`src/rtl/iq_trim_pkg.sv`:
```
package iq_trim_pkg;

    // Wake-up sequencing states
    typedef enum logic [1:0] {
        ST_SLEEP  = 2'd0,
        ST_CAL    = 2'd1,
        ST_SETTLE = 2'd2,
        ST_RUN    = 2'd3
    } seq_state_e;

    localparam int NUM_CH = 2;  // in-phase and quadrature

endpackage

```
`src/rtl/iq_ofs_avg.sv`:
```
// Per-channel accumulator producing a clamped trim estimate.
module iq_ofs_avg #(
    parameter int SAMP_W    = 15,
    parameter int OFS_W     = 10,
    parameter int AVG_LOG2  = 4,
    parameter int OFS_SHIFT = 2
) (
    input  logic              clk,
    input  logic              rst_n,
    input  logic              clear,
    input  logic              take,
    input  logic [SAMP_W-1:0] sample,
    output logic [OFS_W-1:0]  est
);
    localparam int ACC_W = SAMP_W + AVG_LOG2;
    localparam int EMAX  = (1 << (OFS_W - 1)) - 1;
    localparam int EMIN  = -(1 << (OFS_W - 1));
    localparam logic signed [ACC_W-1:0] LIM_HI = ACC_W'(EMAX);
    localparam logic signed [ACC_W-1:0] LIM_LO = ACC_W'(EMIN);

    typedef struct packed {
        logic [ACC_W-1:0] acc;
    } avg_s;

    avg_s d, q;
    logic signed [ACC_W-1:0] sum_w, mean_w, fld_w;

    always_comb begin
        d      = q;
        sum_w  = $signed(q.acc) + $signed({{AVG_LOG2{sample[SAMP_W-1]}}, sample});
        mean_w = sum_w >>> AVG_LOG2;
        fld_w  = mean_w >>> OFS_SHIFT;
        if (clear) begin
            d.acc = '0;
        end else if (take) begin
            d.acc = sum_w;
        end
        // estimate includes the sample present this cycle
        if (fld_w > LIM_HI) begin
            est = LIM_HI[OFS_W-1:0];
        end else if (fld_w < LIM_LO) begin
            est = LIM_LO[OFS_W-1:0];
        end else begin
            est = fld_w[OFS_W-1:0];
        end
    end

    always_ff @(posedge clk or negedge rst_n) begin
        if (!rst_n) begin
            q <= '0;
        end else begin
            q <= d;
        end
    end

endmodule

```
`src/rtl/iq_ofs_apply.sv`:
```
// Scales a trim word into sample units, subtracts it and clamps.
module iq_ofs_apply #(
    parameter int SAMP_W    = 15,
    parameter int OFS_W     = 10,
    parameter int OFS_SHIFT = 2
) (
    input  logic [SAMP_W-1:0] sample,
    input  logic [OFS_W-1:0]  ofs,
    output logic [SAMP_W-1:0] corr
);
    localparam int DW = SAMP_W + 1;
    localparam logic signed [DW-1:0] OUT_HI = DW'((1 << (SAMP_W - 1)) - 1);
    localparam logic signed [DW-1:0] OUT_LO = DW'(-(1 << (SAMP_W - 1)));

    logic signed [DW-1:0] s_ext, o_ext, diff;

    always_comb begin
        s_ext = {sample[SAMP_W-1], sample};
        o_ext = {{(DW - OFS_W){ofs[OFS_W-1]}}, ofs};
        o_ext = o_ext <<< OFS_SHIFT;
        diff  = s_ext - o_ext;
        if (diff > OUT_HI) begin
            corr = OUT_HI[SAMP_W-1:0];
        end else if (diff < OUT_LO) begin
            corr = OUT_LO[SAMP_W-1:0];
        end else begin
            corr = diff[SAMP_W-1:0];
        end
    end

endmodule

```
`src/rtl/iq_cal_seq.sv`:
```
// Wake-up sequencer: sleep, optional calibration, settle, run.
module iq_cal_seq
    import iq_trim_pkg::*;
#(
    parameter int AVG_LOG2    = 4,
    parameter int SETTLE_AUTO = 10221,
    parameter int SETTLE_USER = 6141
) (
    input  logic clk,
    input  logic rst_n,
    input  logic user_mode,
    input  logic awake,
    input  logic smp_valid,
    output logic cal_active,
    output logic acc_clear,
    output logic cal_take,
    output logic cal_done,
    output logic run_take
);
    localparam int CNT_MAX = (SETTLE_AUTO > SETTLE_USER) ? SETTLE_AUTO : SETTLE_USER;
    localparam int CNT_W   = $clog2(CNT_MAX + 1);
    localparam logic [AVG_LOG2-1:0] LAST_SMP = '1;

    typedef struct packed {
        seq_state_e          state;
        logic [CNT_W-1:0]    wait_cnt;
        logic [AVG_LOG2-1:0] smp_cnt;
    } seq_s;

    seq_s d, q;

    always_comb begin
        d        = q;
        cal_take = 1'b0;
        cal_done = 1'b0;
        run_take = 1'b0;
        if (!awake) begin
            d.state = ST_SLEEP;
        end else begin
            unique case (q.state)
                ST_SLEEP: begin
                    d.smp_cnt = '0;
                    if (user_mode) begin
                        d.state    = ST_SETTLE;
                        d.wait_cnt = CNT_W'(SETTLE_USER);
                    end else begin
                        d.state = ST_CAL;
                    end
                end
                ST_CAL: begin
                    if (smp_valid) begin
                        cal_take  = 1'b1;
                        d.smp_cnt = q.smp_cnt + 1'b1;
                        if (q.smp_cnt == LAST_SMP) begin
                            cal_done   = 1'b1;
                            d.state    = ST_SETTLE;
                            d.wait_cnt = CNT_W'(SETTLE_AUTO);
                        end
                    end
                end
                ST_SETTLE: begin
                    if (q.wait_cnt == '0) begin
                        d.state = ST_RUN;
                    end else begin
                        d.wait_cnt = q.wait_cnt - 1'b1;
                    end
                end
                ST_RUN: begin
                    run_take = smp_valid;
                end
                default: d.state = ST_SLEEP;
            endcase
        end
    end

    assign cal_active = (q.state == ST_CAL);
    assign acc_clear  = (q.state == ST_SLEEP);

    always_ff @(posedge clk or negedge rst_n) begin
        if (!rst_n) begin
            q       <= '0;
            q.state <= ST_SLEEP;
        end else begin
            q <= d;
        end
    end

endmodule

```
`src/rtl/iq_dc_trim.sv`:
```
// Top: trim word storage, per-channel datapaths and output register.
module iq_dc_trim
    import iq_trim_pkg::*;
#(
    parameter int SAMP_W      = 15,
    parameter int OFS_W       = 10,
    parameter int AVG_LOG2    = 4,
    parameter int SETTLE_AUTO = 10221,
    parameter int SETTLE_USER = 6141
) (
    input  logic              clk,
    input  logic              rst_n,
    input  logic              cfg_user_mode,
    input  logic              rx_awake,
    input  logic              ofs_wr_en,
    input  logic              ofs_wr_sel,
    input  logic [OFS_W-1:0]  ofs_wr_data,
    input  logic              smp_valid,
    input  logic [SAMP_W-1:0] smp_i,
    input  logic [SAMP_W-1:0] smp_q,
    output logic              short_req,
    output logic              out_valid,
    output logic [SAMP_W-1:0] out_i,
    output logic [SAMP_W-1:0] out_q,
    output logic [OFS_W-1:0]  ofs_i,
    output logic [OFS_W-1:0]  ofs_q
);
    // trim word spans one eighth of the sample range
    localparam int OFS_SHIFT = SAMP_W - OFS_W - 3;

    typedef struct packed {
        logic [NUM_CH-1:0][OFS_W-1:0]  ofs;
        logic                          vld;
        logic [NUM_CH-1:0][SAMP_W-1:0] res;
    } top_s;

    top_s d, q;

    logic acc_clear, cal_take, cal_done, run_take, cal_active;
    logic [NUM_CH-1:0][SAMP_W-1:0] smp_bus, corr_bus;
    logic [NUM_CH-1:0][OFS_W-1:0]  est_bus;

    assign smp_bus[0] = smp_i;
    assign smp_bus[1] = smp_q;

    iq_cal_seq #(
        .AVG_LOG2    (AVG_LOG2),
        .SETTLE_AUTO (SETTLE_AUTO),
        .SETTLE_USER (SETTLE_USER)
    ) u_seq (
        .clk        (clk),
        .rst_n      (rst_n),
        .user_mode  (cfg_user_mode),
        .awake      (rx_awake),
        .smp_valid  (smp_valid),
        .cal_active (cal_active),
        .acc_clear  (acc_clear),
        .cal_take   (cal_take),
        .cal_done   (cal_done),
        .run_take   (run_take)
    );

    for (genvar ch = 0; ch < NUM_CH; ch++) begin : g_ch
        iq_ofs_avg #(
            .SAMP_W    (SAMP_W),
            .OFS_W     (OFS_W),
            .AVG_LOG2  (AVG_LOG2),
            .OFS_SHIFT (OFS_SHIFT)
        ) u_avg (
            .clk    (clk),
            .rst_n  (rst_n),
            .clear  (acc_clear),
            .take   (cal_take),
            .sample (smp_bus[ch]),
            .est    (est_bus[ch])
        );

        iq_ofs_apply #(
            .SAMP_W    (SAMP_W),
            .OFS_W     (OFS_W),
            .OFS_SHIFT (OFS_SHIFT)
        ) u_apply (
            .sample (smp_bus[ch]),
            .ofs    (q.ofs[ch]),
            .corr   (corr_bus[ch])
        );
    end

    always_comb begin
        d     = q;
        d.vld = run_take;
        for (int ch = 0; ch < NUM_CH; ch++) begin
            if (cal_done) begin
                d.ofs[ch] = est_bus[ch];
            end else if (ofs_wr_en && cfg_user_mode && (ofs_wr_sel == 1'(ch))) begin
                d.ofs[ch] = ofs_wr_data;
            end
            if (run_take) begin
                d.res[ch] = corr_bus[ch];
            end
        end
    end

    always_ff @(posedge clk or negedge rst_n) begin
        if (!rst_n) begin
            q <= '0;
        end else begin
            q <= d;
        end
    end

    assign short_req = cal_active;
    assign out_valid = q.vld;
    assign out_i     = q.res[0];
    assign out_q     = q.res[1];
    assign ofs_i     = q.ofs[0];
    assign ofs_q     = q.ofs[1];

endmodule

```
`config.mk`:
```
export PLATFORM = sky130hd
export DESIGN_NAME = iq_dc_trim
export DESIGN_NICKNAME = d
export VERILOG_FILES = /design/src/rtl/iq_trim_pkg.sv /design/src/rtl/iq_ofs_avg.sv /design/src/rtl/iq_ofs_apply.sv /design/src/rtl/iq_cal_seq.sv /design/src/rtl/iq_dc_trim.sv
export SDC_FILE = /design/constraint.sdc
export NUM_CORES = 1
export LEC_CHECK = 0
export BUFFER_PORTS_ARGS = -buffer_cell sky130_fd_sc_hd__buf_4
export CAP_MARGIN = 30
export CORE_AREA = 2 2 112 168
export CTS_BUF_LIST = sky130_fd_sc_hd__clkbuf_8
export DETAILED_ROUTE_END_ITERATION = 12
export DIE_AREA = 0 0 114 170
export GPL_TIMING_DRIVEN = 0
export PLACE_DENSITY_LB_ADDON = 0.3
export SETUP_SLACK_MARGIN = 0.05
export SYNTH_ARGS = -nofsm -noshare
export SYNTH_HDL_FRONTEND = slang
export SYNTH_HIERARCHICAL = 1
export SYNTH_SLANG_ARGS = --single-unit
```
`constraint.sdc`:
```
create_clock -name clk -period 3 [get_ports clk]
set_clock_uncertainty 0.2 [all_clocks]
set_input_delay 0 -clock clk [delete_from_list [all_inputs] [get_ports clk]]
set_output_delay 0 -clock clk [all_outputs]
set_load 0.01 [all_outputs]
```
# Word level (Yosys, flattened, before mapping)
# Cells that the tools add are included.
# totals
ff_bits,109
input_bits,47
out_inout_bits,52
wordCells,84
# classes
add_sub_neg,6
magnitude_cmp,8
eq_ne,12
muxes,34
bitwise,1
n_reduce_logical,13
# op_table
operator,count
$mux 10,8
$mux 19,4
$mux 15,4
$pmux 16 s3,1
$add 19x15->19,2
$gt 16x15->1 const B,2
$lt 16x15->1 const B,2
$sub 15x12->16,2
$mux 14,2
$gt 13x10->1 const B,2
$lt 13x10->1 const B,2
$mux 20,1
$mux 16,1
$logic_not 14->1,1
$sub 14x1->14 const B,1
$mux 1,9
$pmux 4 s2,1
$reduce_bool 2->1,4
$mux 2,3
$ne 2x2->1 const B,3
$ne 3x2->1 const B,2
$reduce_and 6->1,1
$add 4x1->4 const B,1
$eq 2x2->1 const B,2
11 further kinds,13

# Logic depth before layout (Yosys ltp)
# depth
ltp_word,6
depth_mapped,13
depth_no_buf,13

# Cells and area by module
# Netlist, hierarchy kept.
# by_module_without_submodules
module,n_inst,cells_per_inst,area_each_um2,seq_area_each_um2
iq_ofs_avg,2,211,1808.0,475.5
iq_dc_trim,1,141,2140.8,1276.2
iq_cal_seq,1,159,1408.9,500.5
iq_ofs_apply at g_ch[1].u_apply,1,116,874.6,0.0
iq_ofs_apply at g_ch[0].u_apply,1,109,808.3,0.0

# Least setup slack after synthesis
# Ideal clock, no wire load.
# synth_path
kind,register to register
start,register g_ch[0].u_avg/q[0] in the netlist's numbering
end,register q (netlist bit ofs_i[2])
setup_time_ns,0.125
t_arrival_ns,2.797
t_required_ns,2.675
setup_slack_ns,-0.121
stages_incl_launch_ff,14
path_buffers,0
synth_period_minus_slack_ns,3.121
cell_sequence,dfrtp_1 ha_1 inv_1 fa_1 nor2b_1 o2111ai_1 a31oi_1 a21oi_1 xnor2_1 inv_2 a31oi_2 o21ai_1 mux2_4 mux2_2
# synth_lines
element,line,rtl
"start, declared",iq_ofs_avg.sv:25,"avg_s d, q;"
"start signal, assigned",iq_ofs_avg.sv:50,q <= '0;
"start signal, assigned",iq_ofs_avg.sv:52,q <= d;
"end signal, assigned",iq_dc_trim.sv:106,q <= '0;
"end signal, assigned",iq_dc_trim.sv:108,q <= d;
"end, declared",iq_dc_trim.sv:37,"top_s d, q;"

==> impl_metrics.json <==
{
  "status": "complete, but fails checks",
  "failed_checks": "negative setup slack",
  "cp.arrival_ns": 3.36,
  "path_max_fanout": 9,
  "multi_input_area_sq_um": 6190,
  "numCtsBuffers": 9,
  "finalHoldViolations": 0,
  "ys_seq_area_share_pct": 30.83,
  "maxCapViolations": 0,
  "dp_hpwl_um": 18390,
  "critPathRequiredTime_ns": 3.09,
  "netlist_area_sq_um": 8848,
  "slew_viol_final": 0,
  "synth_most_common_cell": "dfrtp_1",
  "ys_top_cells_by_count": "dfrtp_1 (109), a21oi_1 (87), ha_1 (68), inv_1 (65)",
  "switching_share_pct": 40.40,
  "fin_crit_sh_pct": 109.1,
  "crit_type": "flop to flop",
  "max_slew_margin_pct": 47.13,
  "ff_latch_area_sq_um": 2728,
  "die_w_um": 114,
  "yosys_warnings": 6,
  "grt_util_met2_pct": 46.48,
  "grt_pass1_vias": 7941,
  "wl_per_cell_um": 18.52,
  "async_flop_share_pct": 100.0,
  "top_usage_layer": "met2",
  "p_sw_mw": 2.590,
  "syn_nets": 1066,
  "cts_buffer_depth": 2,
  "drive_above_1_share_pct": 31.76,
  "max_freq_mhz": 305.5,
  "dp_cells": 1263,
  "die_y_um": 170,
  "grt_start_max_net_pins": 78,
  "h-tree-depth": 3,
  "via_count": 8102,
  "grt.total_usage_pct": 25.40,
  "clk_latency_ns": 0.40,
  "p_leak_nw": 5.119,
  "synthFlopType": "dfrtp_1",
  "synth-edff-count": 0,
  "seqPwrFrac_pct": 32.3,
  "antenna_found_initial": 0,
  "cts_tree": "done",
  "crit_path_end_kind": "flop",
  "use_met1_pct": 28.60,
  "routed_wl_um": 25240,
  "cts_sinks": 109,
  "core-area_sq_um": 17870,
  "grt_pass1_wl_um": 39080,
  "vdd_ir_drop_max_mv": 0.2251,
  "initial_core_util_pct": 49.52,
  "drc": 0,
  "rsz0062_at_grt": "yes",
  "start_kind": "flop",
  "cts.clk_slew.worst_paths_ns": 0.10,
  "post-route-util_pct": 63.95,
  "gp_congestion": 0.9143,
  "firstDrtPassIters": 4,
  "post-route-min-period_ns": 3.273,
  "dieArea_sq_um": 19380,
  "hp-class": "primary input to flop",
  "nFillCells": 1432,
  "synth_seq_cells": 109,
  "drt_iter0_drc": 398,
  "placementRows": 60,
  "power_density_nw_per_um2": 561.2,
  "overflow": 0,
  "p_clk_share_pct": 14.4,
  "synth_top_cell_area_share_pct": 30.83,
  "avgSynthCellArea_sq_um": 9.344,
  "ant_nets": 0,
  "final_cells": 1363,
  "grtUsageMet3_pct": 3.170,
  "n_antenna_cell": 0,
  "yosys.area.top_type": "dfrtp_1",
  "yosys-top-cells-area": "dfrtp_1 (31%), ha_1 (9.6%), mux2_2 (5.2%)",
  "cts_root_buf": "clkbuf_8",
  "setup_viol": 20,
  "ys_types": 83,
  "p_int_mw": 3.822,
  "syn_inst": 947,
  "viasPerCell": 5.944,
  "power_frac_comb_pct": 53.4,
  "port_buffers": 98,
  "worstMarginPinSlew_ns": 0.7913,
  "ioPinCount": 99,
  "layout.nets": 1260,
  "worst_slack_ns": -0.2730,
  "place_worst_setup_slack_ns": -0.4839,
  "area_growth_pct": 29.13
}
==> power by group through the flow <==
stage	Sequential (mW)	Clock, mW	Combinational [mW]
CTS	2.06	0.951	3.12
detailed placement	2.09	0	2.87
global route	2.11	1.00	3.72
global placement	2.08	0	2.83
finish	2.07	0.922	3.42
floorplan	2.11	0	1.88
==> cell type report <==
type                       instances  share of cell area [%]
buffer                            36                   1.971
multi-input combinational        731                   54.17
clock buffer                       9                   1.084
tap                              217                   2.376
sequential                       109                   23.87
timing repair buffer             181                   13.55
clock inverter                     7                  0.5804
inverter                          73                   2.398
==> cell usage in the layout, fill, tap and decap left out, types with 6 or more instances in the layout <==
master         count
clkbuf_8           9
mux2i_1           41
nor3_1            10
nand2_1           51
nor2b_1           20
nand4_1            6
mux2_4            23
buf_6             15
a21oi_1           70
o21ai_1           22
nand2b_1          14
a211oi_1          10
dlygate4sd3_1     28
a21o_1            30
ha_2              13
o21ai_2           11
o21ai_0           25
xnor2_1           28
dfrtp_1          109
buf_2              9
mux2_2            27
o21a_1            11
a31oi_1            7
buf_4            137
inv_1             61
a21oi_2           18
clkbuf_1          12
o211ai_1          12
o31ai_1           10
o21bai_1           6
a31oi_4            9
ha_1              50
inv_2             13
xor2_1            16
nand3_1           17
nor2_1            51
nor4_1             6
==> kinds of logic (layout without fill, tap and decap cells) <==
kind of cell	after synthesis	in the layout	synth area share [%]
compound gates	309	311	24.87
buf+inv	109	306	5.458
simple gates	210	210	12.13
fa+ha+maj	72	72	10.52
mux	92	92	11.64
xor+xnor	46	46	4.553
flops	109	109	30.83
==> sequential cells by signal, summed over array words and instances (netlist names) <==
register      cells
out_valid         1
out_q            15
out_i            15
g_ch.u_avg/q     38
ofs_q            10
ofs_i            10
u_seq/q          20
==> worst paths after layout <==
kind                       cells after the start                               to  slack [ns]                            from
max                                           12             ofs_i[2]$_DFFE_PN0P_       -0.27  g_ch[0].u_avg/q[1]$_DFFE_PN0P_
max in group asynchronous                      4  g_ch[1].u_avg/q[16]$_DFFE_PN0P_        1.75                           rst_n
max reg2reg                                   12             ofs_i[2]$_DFFE_PN0P_       -0.27  g_ch[0].u_avg/q[1]$_DFFE_PN0P_
min reg2reg                                    1             out_q[9]$_DFFE_PN0P_        0.32            out_q[9]$_DFFE_PN0P_
min in group asynchronous                      4            out_i[13]$_DFFE_PN0P_        0.44                           rst_n
min                                            4   g_ch[1].u_avg/q[8]$_DFFE_PN0P_        0.03                        smp_q[8]
==> per-stage QoR <==
stage / power (mW) / TNS (ns) / hold slack, ns / area [sq um]
2_1_floorplan: 3.991 / 0 / -0.4956 / 8911
3_3_place_gp: 4.911 / -12.02 / 0.1057 / 9918
3_5_place_dp: 4.961 / -13.62 / -0.2848 / 9950
4_1_cts: 6.136 / -2.637 / 0.006603 / 10980
5_1_grt: 6.826 / -6.034 / 0.05961 / 11430
6_report: 6.412 / -3.454 / 0.03272 / 11430
==> worst max-delay path: stages, from the launching register on <==
cell and delay [ns]:
dfrtp_1 0.42, ha_1 0.31, a21oi_2 0.07, nand4b_1 0.31
a211oi_2 0.30, a211o_1 0.19, o22ai_2 0.10, xnor2_2 0.20
o31ai_4 0.29, buf_12 0.17, o21ai_1 0.09, mux2_4 0.26
mux2_2 0.25
==> routing by layer <==
metal	routed length [um]	vias to the layer above	part of all wire, %
li1	-	3879	-
met1	9779	3922	39
met2	13210	228	52
met3	1068	73	4.2
met4	1180	0	4.7
met5	0	-	0
==> repair_timing <==
| item | 4_1_cts | 5_1_grt |
|---|---|---|
| pin swaps | 18 | 25 |
| setup endpoints to repair | 80 | 80 |
| gates resized for setup | 56 | 65 |
| buffers inserted | 28 | 22 |
| hold endpoints to repair | 153 | 0 |
| cloned | 3 | 2 |
| hold buffers | 29 | 0 |
Power figures use the tool's default switching activity.
